### config.mk
export PLATFORM = sky130hd
export DESIGN_NAME = waitstate_bif
export DESIGN_NICKNAME = d
export VERILOG_FILES = /design/src/rtl/waitstate_bif_pkg.sv /design/src/rtl/waitstate_bif_reg.sv /design/src/rtl/waitstate_bif_len.sv /design/src/rtl/waitstate_bif_seq.sv /design/src/rtl/waitstate_bif.sv
export SDC_FILE = /design/constraint.sdc
export NUM_CORES = 1
export LEC_CHECK = 0
export ABC_AREA = 1
export BUFFER_PORTS_ARGS = -buffer_cell sky130_fd_sc_hd__buf_2
export CAP_MARGIN = 20
export CORE_MARGIN = 10
export CORE_UTILIZATION = 51
export DETAILED_ROUTE_END_ITERATION = 10
export PLACE_DENSITY = 0.86
export RECOVER_POWER = 100
export SYNTH_ARGS = -nofsm -noshare
export SYNTH_HDL_FRONTEND = slang
export SYNTH_SLANG_ARGS = --single-unit
export TNS_END_PERCENT = 50
### constraint.sdc
create_clock -name clk -period 2.4 [get_ports clk]
set_clock_uncertainty 0.05 [all_clocks]
set_input_delay 0.48 -clock clk [delete_from_list [all_inputs] [get_ports clk]]
set_output_delay 0.48 -clock clk [all_outputs]
set_load 0.02 [all_outputs]
### src/rtl/waitstate_bif_pkg.sv
package waitstate_bif_pkg;

  typedef enum logic [1:0] {
    KIND_NORMAL  = 2'b00,
    KIND_PGM_MRG = 2'b01,
    KIND_ERS_MRG = 2'b10,
    KIND_NORMAL2 = 2'b11
  } acc_kind_e;

  // Non-monotonic field decode: code 11 is the fastest setting.
  function automatic logic [1:0] code_to_waits(input logic [1:0] code);
    case (code)
      2'b00:   return 2'd1;
      2'b01:   return 2'd2;
      2'b10:   return 2'd3;
      default: return 2'd0;
    endcase
  endfunction

endpackage

### src/rtl/waitstate_bif_reg.sv
module waitstate_bif_reg #(
  parameter int REG_W = 8
) (
  input  logic             clk,
  input  logic             rst,
  input  logic             wr,
  input  logic             supv,
  input  logic             unlock,
  input  logic [REG_W-1:0] wdata,
  output logic [REG_W-1:0] rdata,
  output logic [1:0]       wait_code
);
  localparam int FLD_MSB = REG_W - 1;

  logic [1:0] code_q;

  always_ff @(posedge clk) begin
    if (rst) begin
      code_q <= 2'b00;
    end else if (wr && supv && unlock) begin
      code_q <= wdata[FLD_MSB -: 2];
    end
  end

  always_comb begin
    rdata = '0;
    rdata[FLD_MSB -: 2] = code_q;
  end

  assign wait_code = code_q;
endmodule

### src/rtl/waitstate_bif_len.sv
module waitstate_bif_len
  import waitstate_bif_pkg::*;
#(
  parameter int PGM_MARGIN_CLKS = 8,
  parameter int ERS_MARGIN_CLKS = 10,
  parameter int CW = 5
) (
  input  logic [1:0]    wait_code,
  input  logic [1:0]    kind,
  input  logic          burst_cont,
  output logic [CW-1:0] waits
);
  // A bus cycle of N clocks carries N-2 wait states.
  localparam int PGM_WAITS = PGM_MARGIN_CLKS - 2;
  localparam int ERS_WAITS = ERS_MARGIN_CLKS - 2;

  always_comb begin
    case (acc_kind_e'(kind))
      KIND_PGM_MRG: waits = CW'(PGM_WAITS);
      KIND_ERS_MRG: waits = CW'(ERS_WAITS);
      default: begin
        if (burst_cont) waits = '0;
        else            waits = CW'(code_to_waits(wait_code));
      end
    endcase
  end
endmodule

### src/rtl/waitstate_bif_seq.sv
module waitstate_bif_seq #(
  parameter int CW = 5
) (
  input  logic          clk,
  input  logic          rst,
  input  logic          strobe,
  input  logic          write,
  input  logic [CW-1:0] waits,
  output logic          ack,
  output logic          we,
  output logic          busy
);
  logic          wait_q;
  logic          ack_q;
  logic          we_q;
  logic          wr_q;
  logic [CW-1:0] cnt_q;

  always_ff @(posedge clk) begin
    if (rst) begin
      wait_q <= 1'b0;
      ack_q  <= 1'b0;
      we_q   <= 1'b0;
      wr_q   <= 1'b0;
      cnt_q  <= '0;
    end else begin
      ack_q <= 1'b0;
      we_q  <= 1'b0;
      if (!wait_q && !ack_q) begin
        if (strobe) begin
          wr_q <= write;
          if (waits == '0) begin
            ack_q <= 1'b1;
            we_q  <= write;
          end else begin
            wait_q <= 1'b1;
            cnt_q  <= waits;
          end
        end
      end else if (wait_q) begin
        if (cnt_q == CW'(1)) begin
          wait_q <= 1'b0;
          ack_q  <= 1'b1;
          we_q   <= wr_q;
        end else begin
          cnt_q <= cnt_q - CW'(1);
        end
      end
    end
  end

  assign ack  = ack_q;
  assign we   = we_q;
  assign busy = wait_q | ack_q;
endmodule

### src/rtl/waitstate_bif.sv
module waitstate_bif #(
  parameter int PGM_MARGIN_CLKS = 8,
  parameter int ERS_MARGIN_CLKS = 10,
  parameter int REG_W = 8
) (
  input  logic             clk,
  input  logic             rst,
  input  logic             bus_strobe,
  input  logic             bus_write,
  input  logic             bus_burst_cont,
  input  logic [1:0]       bus_kind,
  output logic             bus_ack,
  output logic             mem_we,
  input  logic             reg_wr,
  input  logic             reg_supv,
  input  logic             reg_unlock,
  input  logic [REG_W-1:0] reg_wdata,
  output logic [REG_W-1:0] reg_rdata
);
  localparam int MAX_CLKS = (PGM_MARGIN_CLKS > ERS_MARGIN_CLKS) ? PGM_MARGIN_CLKS : ERS_MARGIN_CLKS;
  localparam int CW = $clog2(MAX_CLKS) + 1;

  logic [1:0]    wait_code;
  logic [CW-1:0] waits;
  logic          seq_busy;

  waitstate_bif_reg #(.REG_W(REG_W)) u_reg (
    .clk(clk), .rst(rst), .wr(reg_wr), .supv(reg_supv), .unlock(reg_unlock),
    .wdata(reg_wdata), .rdata(reg_rdata), .wait_code(wait_code)
  );

  waitstate_bif_len #(
    .PGM_MARGIN_CLKS(PGM_MARGIN_CLKS), .ERS_MARGIN_CLKS(ERS_MARGIN_CLKS), .CW(CW)
  ) u_len (
    .wait_code(wait_code), .kind(bus_kind), .burst_cont(bus_burst_cont), .waits(waits)
  );

  waitstate_bif_seq #(.CW(CW)) u_seq (
    .clk(clk), .rst(rst), .strobe(bus_strobe), .write(bus_write), .waits(waits),
    .ack(bus_ack), .we(mem_we), .busy(seq_busy)
  );
endmodule

==> impl_metrics.toml, run 1 <==
[sta]
fmax_mhz = 570
rsz0062_at_grt = "no"
fin_crit_sh = 0.731
hold_violations = 0
worst_slew_margin_rel = 0.592
setup_viol = 0
finalMaxSlewViolations = 0
fin_setup_tns_ps = 0
fin_crit_ps = 1750
worstMarginPinSlew_ps = 609
fin_hold_ws_ps = 429

[yosys]
synthMuxAreaShare = 0.0130
ys_ff_latch = 11
yosysTopAreaCellShare = 0.287
syn_inst = 113
ys_seq_area_frac = 0.287
synthAdderAreaFrac = 0.114
synth_top_family_by_area = "simple AND/OR/NAND/NOR gates"
synth_area_sq_um = 768
ys_warn_count = 0
yosys.area.top_type = "dfxtp_1"
syn_avg_cell_area_sq_um = 6.80
synth_cell_types = 19
synth_xor_area_frac = 0.0114
synth_compound_area_frac = 0.0765
yosys.area_share.simple = 0.329
yosys-top-cells-area = "dfxtp_1 29%, ha_1 11%, nand2_1 11%"

[floorplan]
start_util = 0.562
row_count = 13
io_pins = 28
core_area_sq_um = 1370
dieArea_sq_um = 3460
die_y_um = 58.8
die_w_um = 58.8

[placed_design]
placed_cells = 142
gp_congestion = 0.857
place_hpwl_um = 1360
io_buffers = 15
place_area_sq_um = 836

[grt]
antenna_found_initial = 0
grt_pass1_vias = 691
overflow = 0
grt_usage = 0.0959
grt_max_degree = 8
grt_pass1_wl_um = 2680

[power_and_ir_drop]
swShare = 0.385
cellInternalPower_mw = 0.342
p_leak_nw = 0.456
clkPwrFrac = 0.227
p_per_area_nw_per_um2 = 668
switchingPower_mw = 0.214
power_frac_comb = 0.368
peakVddDrop_mv = 0.418
p_seq_frac = 0.405

[cells_and_area]
layout.nets = 157
final-seq-area_sq_um = 220
drive_gt1_frac = 0.137
fin_cells = 146
final.fill_count = 140
design_area_sq_um = 832
multi_input_area_sq_um = 418
area_growth_syn_to_layout_pct = 8.31
diodes = 0

[worst_setup_path]
r2r_cells = 8
crit_path_end_kind = "register"
cpPeakStageDelay_ps = 270
crit_family = "simple AND/OR/NAND/NOR gates"
critPathBufInv = 4
ff2ff_setup_slack_ps = 660
timing.rr.end = "u_seq.cnt_q[3]"
worst_setup_path_start_kind = "primary input"
crit_arrival_ps = 1870
worst-path-max-fanout = 6
cp.required_ps = 2520
critPathSlowestCell = "ha_1"
r2r-start = "u_seq.wait_q"
crit_type = "primary input to register"
crit_path_cell_trace = "clkbuf_1 -> inv_1 -> ha_1 -> inv_1 -> nor2_1 -> nand3_1 -> nand2_1 -> nand2_1 -> nand2_1 -> inv_1 -> nor2_1 -> nor2_1"

[clock_network]
cts_buffers = 3
clockRootBuffer = "clkbuf_4"
clkTransAtPathRegs_ps = 70
clock-sinks = 11
cts_setup_buffers = 0
cts_resized = 0
clock_latency_ps = 270
cts_hold_buf = 0
cts_tree = "done"
clock_path_buffers = 2
htree_levels = 1

[route]
wl_um = 1600
drcViolationCount = 0
dr.pass1.iters = 4
vias_per_cell = 4.74
routedWlPerCell_um = 11.0
drtIter0Drc = 20
num_vias = 692
drtAntennaViolNets = 0

[worst_hold_path]
hold_class = "register to register"
min_path_cells = 2
holdCritStartpoint = "u_seq.wr_q"
whs_endpoint = "u_seq.wr_q"

[outcome]
status = "finished clean"

[run]
max_cap_violations = 0
layout make-up:
class / instances / share of cell area
multi-input combinational: 80 / 0.502
sequential: 11 / 0.265
inverter: 21 / 0.0977
timing repair buffer: 15 / 0.0812
clock buffer: 4 / 0.0316
tap: 15 / 0.0226
cells in the mapped netlist, drive strengths merged:
master / instances
inv: 21
nor2: 16
xor2: 1
dfxtp: 11
a21oi: 8
o21ai: 3
nand2: 28
ha: 7
buf: 6
mux2i: 1
nand3: 10
conb: 1
sequential cells by signal, indices dropped and copies added, names as in the netlist:
signal           cells
u_seq.ack            1
u_seq.we             1
u_seq.cnt_q          5
u_seq.wr_q           1
u_seq.wait_q         1
u_reg.wait_code      2
per-stage QoR:
| stage | power, mW | setup WS [ps] | util |
|---|---|---|---|
| final | 0.556 | 646 | 0.609 |
| after global routing | 0.603 | 442 | 0.609 |
| after CTS | 0.569 | 825 | 0.631 |
| after detailed placement | 0.446 | 581 | 0.612 |
| after global placement | 0.437 | 605 | 0.612 |
| after floorplan | 0.405 | 823 | - |
cell usage in the layout, fill, tap and decap left out, types with 6 or more instances in the layout:
cell,count
nand3_1,10
buf_2,9
conb_1,6
dfxtp_1,11
nor2_1,15
nand2_1,25
ha_1,7
clkbuf_1,7
a21oi_1,7
inv_1,20
power groups by stage:
stage	sequential, mW	clock, mW	combinational (mW)
3_3_place_gp	0.230	0	0.207
4_1_cts	0.227	0.126	0.217
5_1_grt	0.229	0.140	0.234
2_1_floorplan	0.231	0	0.174
3_5_place_dp	0.231	0	0.215
6_report	0.225	0.126	0.205
kinds of logic (layout without fill, tap and decap cells):
group | Yosys count | count (layout)
adder cells (fa/ha/maj) | 7 | 7
XOR/XNOR | 1 | 1
AND/OR/NAND/NOR | 54 | 54
multiplexers | 1 | 1
AO/OA/AOI/OAI | 11 | 11
flip-flops | 11 | 11
other | 1 | 6
buffers and inverters | 27 | 40
routing by layer:
layer,wire length [um],track usage
met2,741,0.170
met5,0,0
met3,108,0.0279
met4,32,0.0492
met1,716,0.0993
worst reg2reg max path, cell delays in order, from the launching register on:
cell and delay, ps:
dfxtp_1 340, nor2_1 500, nand2_4 120, inv_4 80, nand2_1 100, nand2_1 210, inv_1 110, nor2_1 90
nor2_1 50
worst max-delay path by stage:
stage / cells after the start / slack [ps] / to / from
2_1_floorplan: 11 / 820 / u_seq.cnt_q[0] / bus_kind[0]
6_report: 12 / 650 / u_seq.cnt_q[3] / bus_kind[0]
3_3_place_gp: 12 / 610 / u_seq.cnt_q[3] / bus_kind[0]
4_1_cts: 12 / 820 / u_seq.cnt_q[3] / bus_kind[0]
5_1_grt: 12 / 440 / u_seq.cnt_q[3] / bus_kind[0]
3_5_place_dp: 12 / 580 / u_seq.cnt_q[3] / bus_kind[0]
(Power assumes the default switching activity.)
==> inputs of run 2 (changes only) <==
CORE_UTILIZATION = 43   (was 51)
PLACE_DENSITY = 0.78   (was 0.86)
clock period = 1.5 ns   (was 2.4 ns; I/O delays follow)
==> run 2 against run 1 <==
Against the previous run:
- first-iteration DRC count fell by 25%
- count of clock-buffer cells in the layout did not move
- combinational power rose by 86%
- largest power group is now combinational logic
- global-route usage fell by 0.98 points
- core utilization fell by 6.2 points
- total power rose by 72%
- sequential share of layout area fell by 2.6 points
- highest routed layer unchanged
- non-clock buffer count rose by 4
- clock power rose by 65%
- largest cell class unchanged
==> impl_metrics.toml, run 2 (same netlist as run 1, synthesis figures left out) <==
[worst_setup_path]
ff2ff_setup_slack_ps = 90
r2r-start = "u_reg.wait_code[1]"
r2r_cells = 10
crit_path_cell_trace = "buf_4 -> ha_1 -> inv_1 -> nand3_2 -> nand2_2 -> nand2_4 -> nand2_4 -> inv_4 -> nor2_1 -> nor2_1"
cpPeakStageDelay_ps = 330
worst_setup_path_start_kind = "register"
timing.rr.end = "u_seq.cnt_q[0]"
crit_family = "simple AND/OR/NAND/NOR gates"
crit_type = "register to register"
cp.required_ps = 1620
worst-path-max-fanout = 6
critPathSlowestCell = "dfxtp_2"
crit_arrival_ps = 1530
crit_path_end_kind = "register"
critPathBufInv = 3

[clock_network]
clock-sinks = 11
clkTransAtPathRegs_ps = 70
clock_latency_ps = 270
cts_buffers = 3
clock_path_buffers = 2
cts_hold_buf = 0
cts_tree = "done"
htree_levels = 1
clockRootBuffer = "clkbuf_4"

[placed_design]
io_buffers = 15
placed_cells = 154
gp_congestion = 0.821
place_hpwl_um = 1350

[cells_and_area]
area_growth_syn_to_layout_pct = 21.7
drive_gt1_frac = 0.267
mostFrequentLayoutCell = "nand2_1"
mostFrequentLayoutCells = "22 x nand2_1, 18 x inv_1, 14 x nor2_1, 10 x buf_2"
largest_reg_flops = 5
final_core_util = 0.547
regMostFlops = "u_seq.cnt_q"
fin_cells = 160
layout.nets = 161
diodes = 0

[grt]
grt_pass1_wl_um = 2770
overflow = 0
antenna_found_initial = 0
grt_pass1_vias = 665
grt_usage = 0.0861
grt_max_degree = 8

[power_and_ir_drop]
p_per_area_nw_per_um2 = 1020
peakVddDrop_mv = 0.514
p_leak_nw = 0.492
total_power_mw = 0.955

[route]
drtAntennaViolNets = 0
routedWlPerCell_um = 11.4
dr.pass1.iters = 4
num_vias = 718
drtIter0Drc = 15
wl_um = 1820
vias_per_cell = 4.49
drcViolationCount = 0

[sta]
fin_crit_ps = 1410
fmax_mhz = 708
setup_viol = 0
fin_crit_sh = 0.941
finalMaxSlewViolations = 0
fin_hold_ws_ps = 258
hold_violations = 0
fin_setup_tns_ps = 0

[floorplan]
core_area_sq_um = 1710
dieArea_sq_um = 3880
start_util = 0.450
io_pins = 28
die_w_um = 62.3
die_y_um = 62.3
row_count = 15

[run]
max_cap_violations = 0

[worst_hold_path]
hold_class = "primary input to register"
holdCritStartpoint = "reg_wdata[6]"
min_path_cells = 3
whs_endpoint = "u_reg.wait_code[0]"

[outcome]
status = "finished clean"
## run 2: cell type report
type                    instances  area (sq um)
clock buffers                   4          26.3
fillers                       165           773
inverters                      21          83.8
multi-input cells              80           472
flip-flops and latches         11           223
well taps                      25          31.3
repair buffers                 19          98.8
## run 2: stage by stage
| step | setup WS (ps) | instance area [sq um] |
|---|---|---|
| 5_1_grt | -39.8 | 935 |
| 6_report | 88.0 | 935 |
| 3_5_place_dp | -144 | 866 |
| 4_1_cts | 8.95 | 907 |
| 3_3_place_gp | -97.1 | 866 |
| 2_1_floorplan | 64.9 | 790 |
## run 2: worst max-delay path by stage
stage,start,to,depth (start not counted)
finish,u_reg.wait_code[1],u_seq.cnt_q[0],10
global route,u_reg.wait_code[1],u_seq.cnt_q[0],11
CTS,u_reg.wait_code[0],u_seq.cnt_q[0],9
detailed placement,bus_kind[0],u_seq.cnt_q[0],12
global placement,bus_kind[0],u_seq.cnt_q[0],12
floorplan,u_reg.wait_code[0],u_seq.cnt_q[2],8
## run 2: what timing repair did
item,4_1_cts,5_1_grt
buffers inserted,2,0
setup endpoints to repair,2,8
gates resized for setup,0,8
pin swaps,4,4
## run 2: power breakdown
| part | internal [mW] | total [mW] | switching, mW |
|---|---|---|---|
| sequential | 0.329 | 0.366 | 0.0371 |
| clock | 0.103 | 0.208 | 0.105 |
| combinational | 0.142 | 0.381 | 0.239 |
## run 2: worst register-to-register path: stages (launching register included)
cell and delay (ps):
dfxtp_2 330, buf_4 140, ha_1 170, inv_1 60, nand3_2 90, nand2_2 110, nand2_4 80, nand2_4 110
inv_4 40, nor2_1 80, nor2_1 60
## run 2: per-layer routing
metal  vias to the layer above  track usage  part of all wire
met5                         -            0                 0
met4                         0       0.0503             0.023
met3                         5       0.0269             0.041
met2                        23        0.144              0.53
met1                       316       0.0934              0.41
li1                        374            -                 -
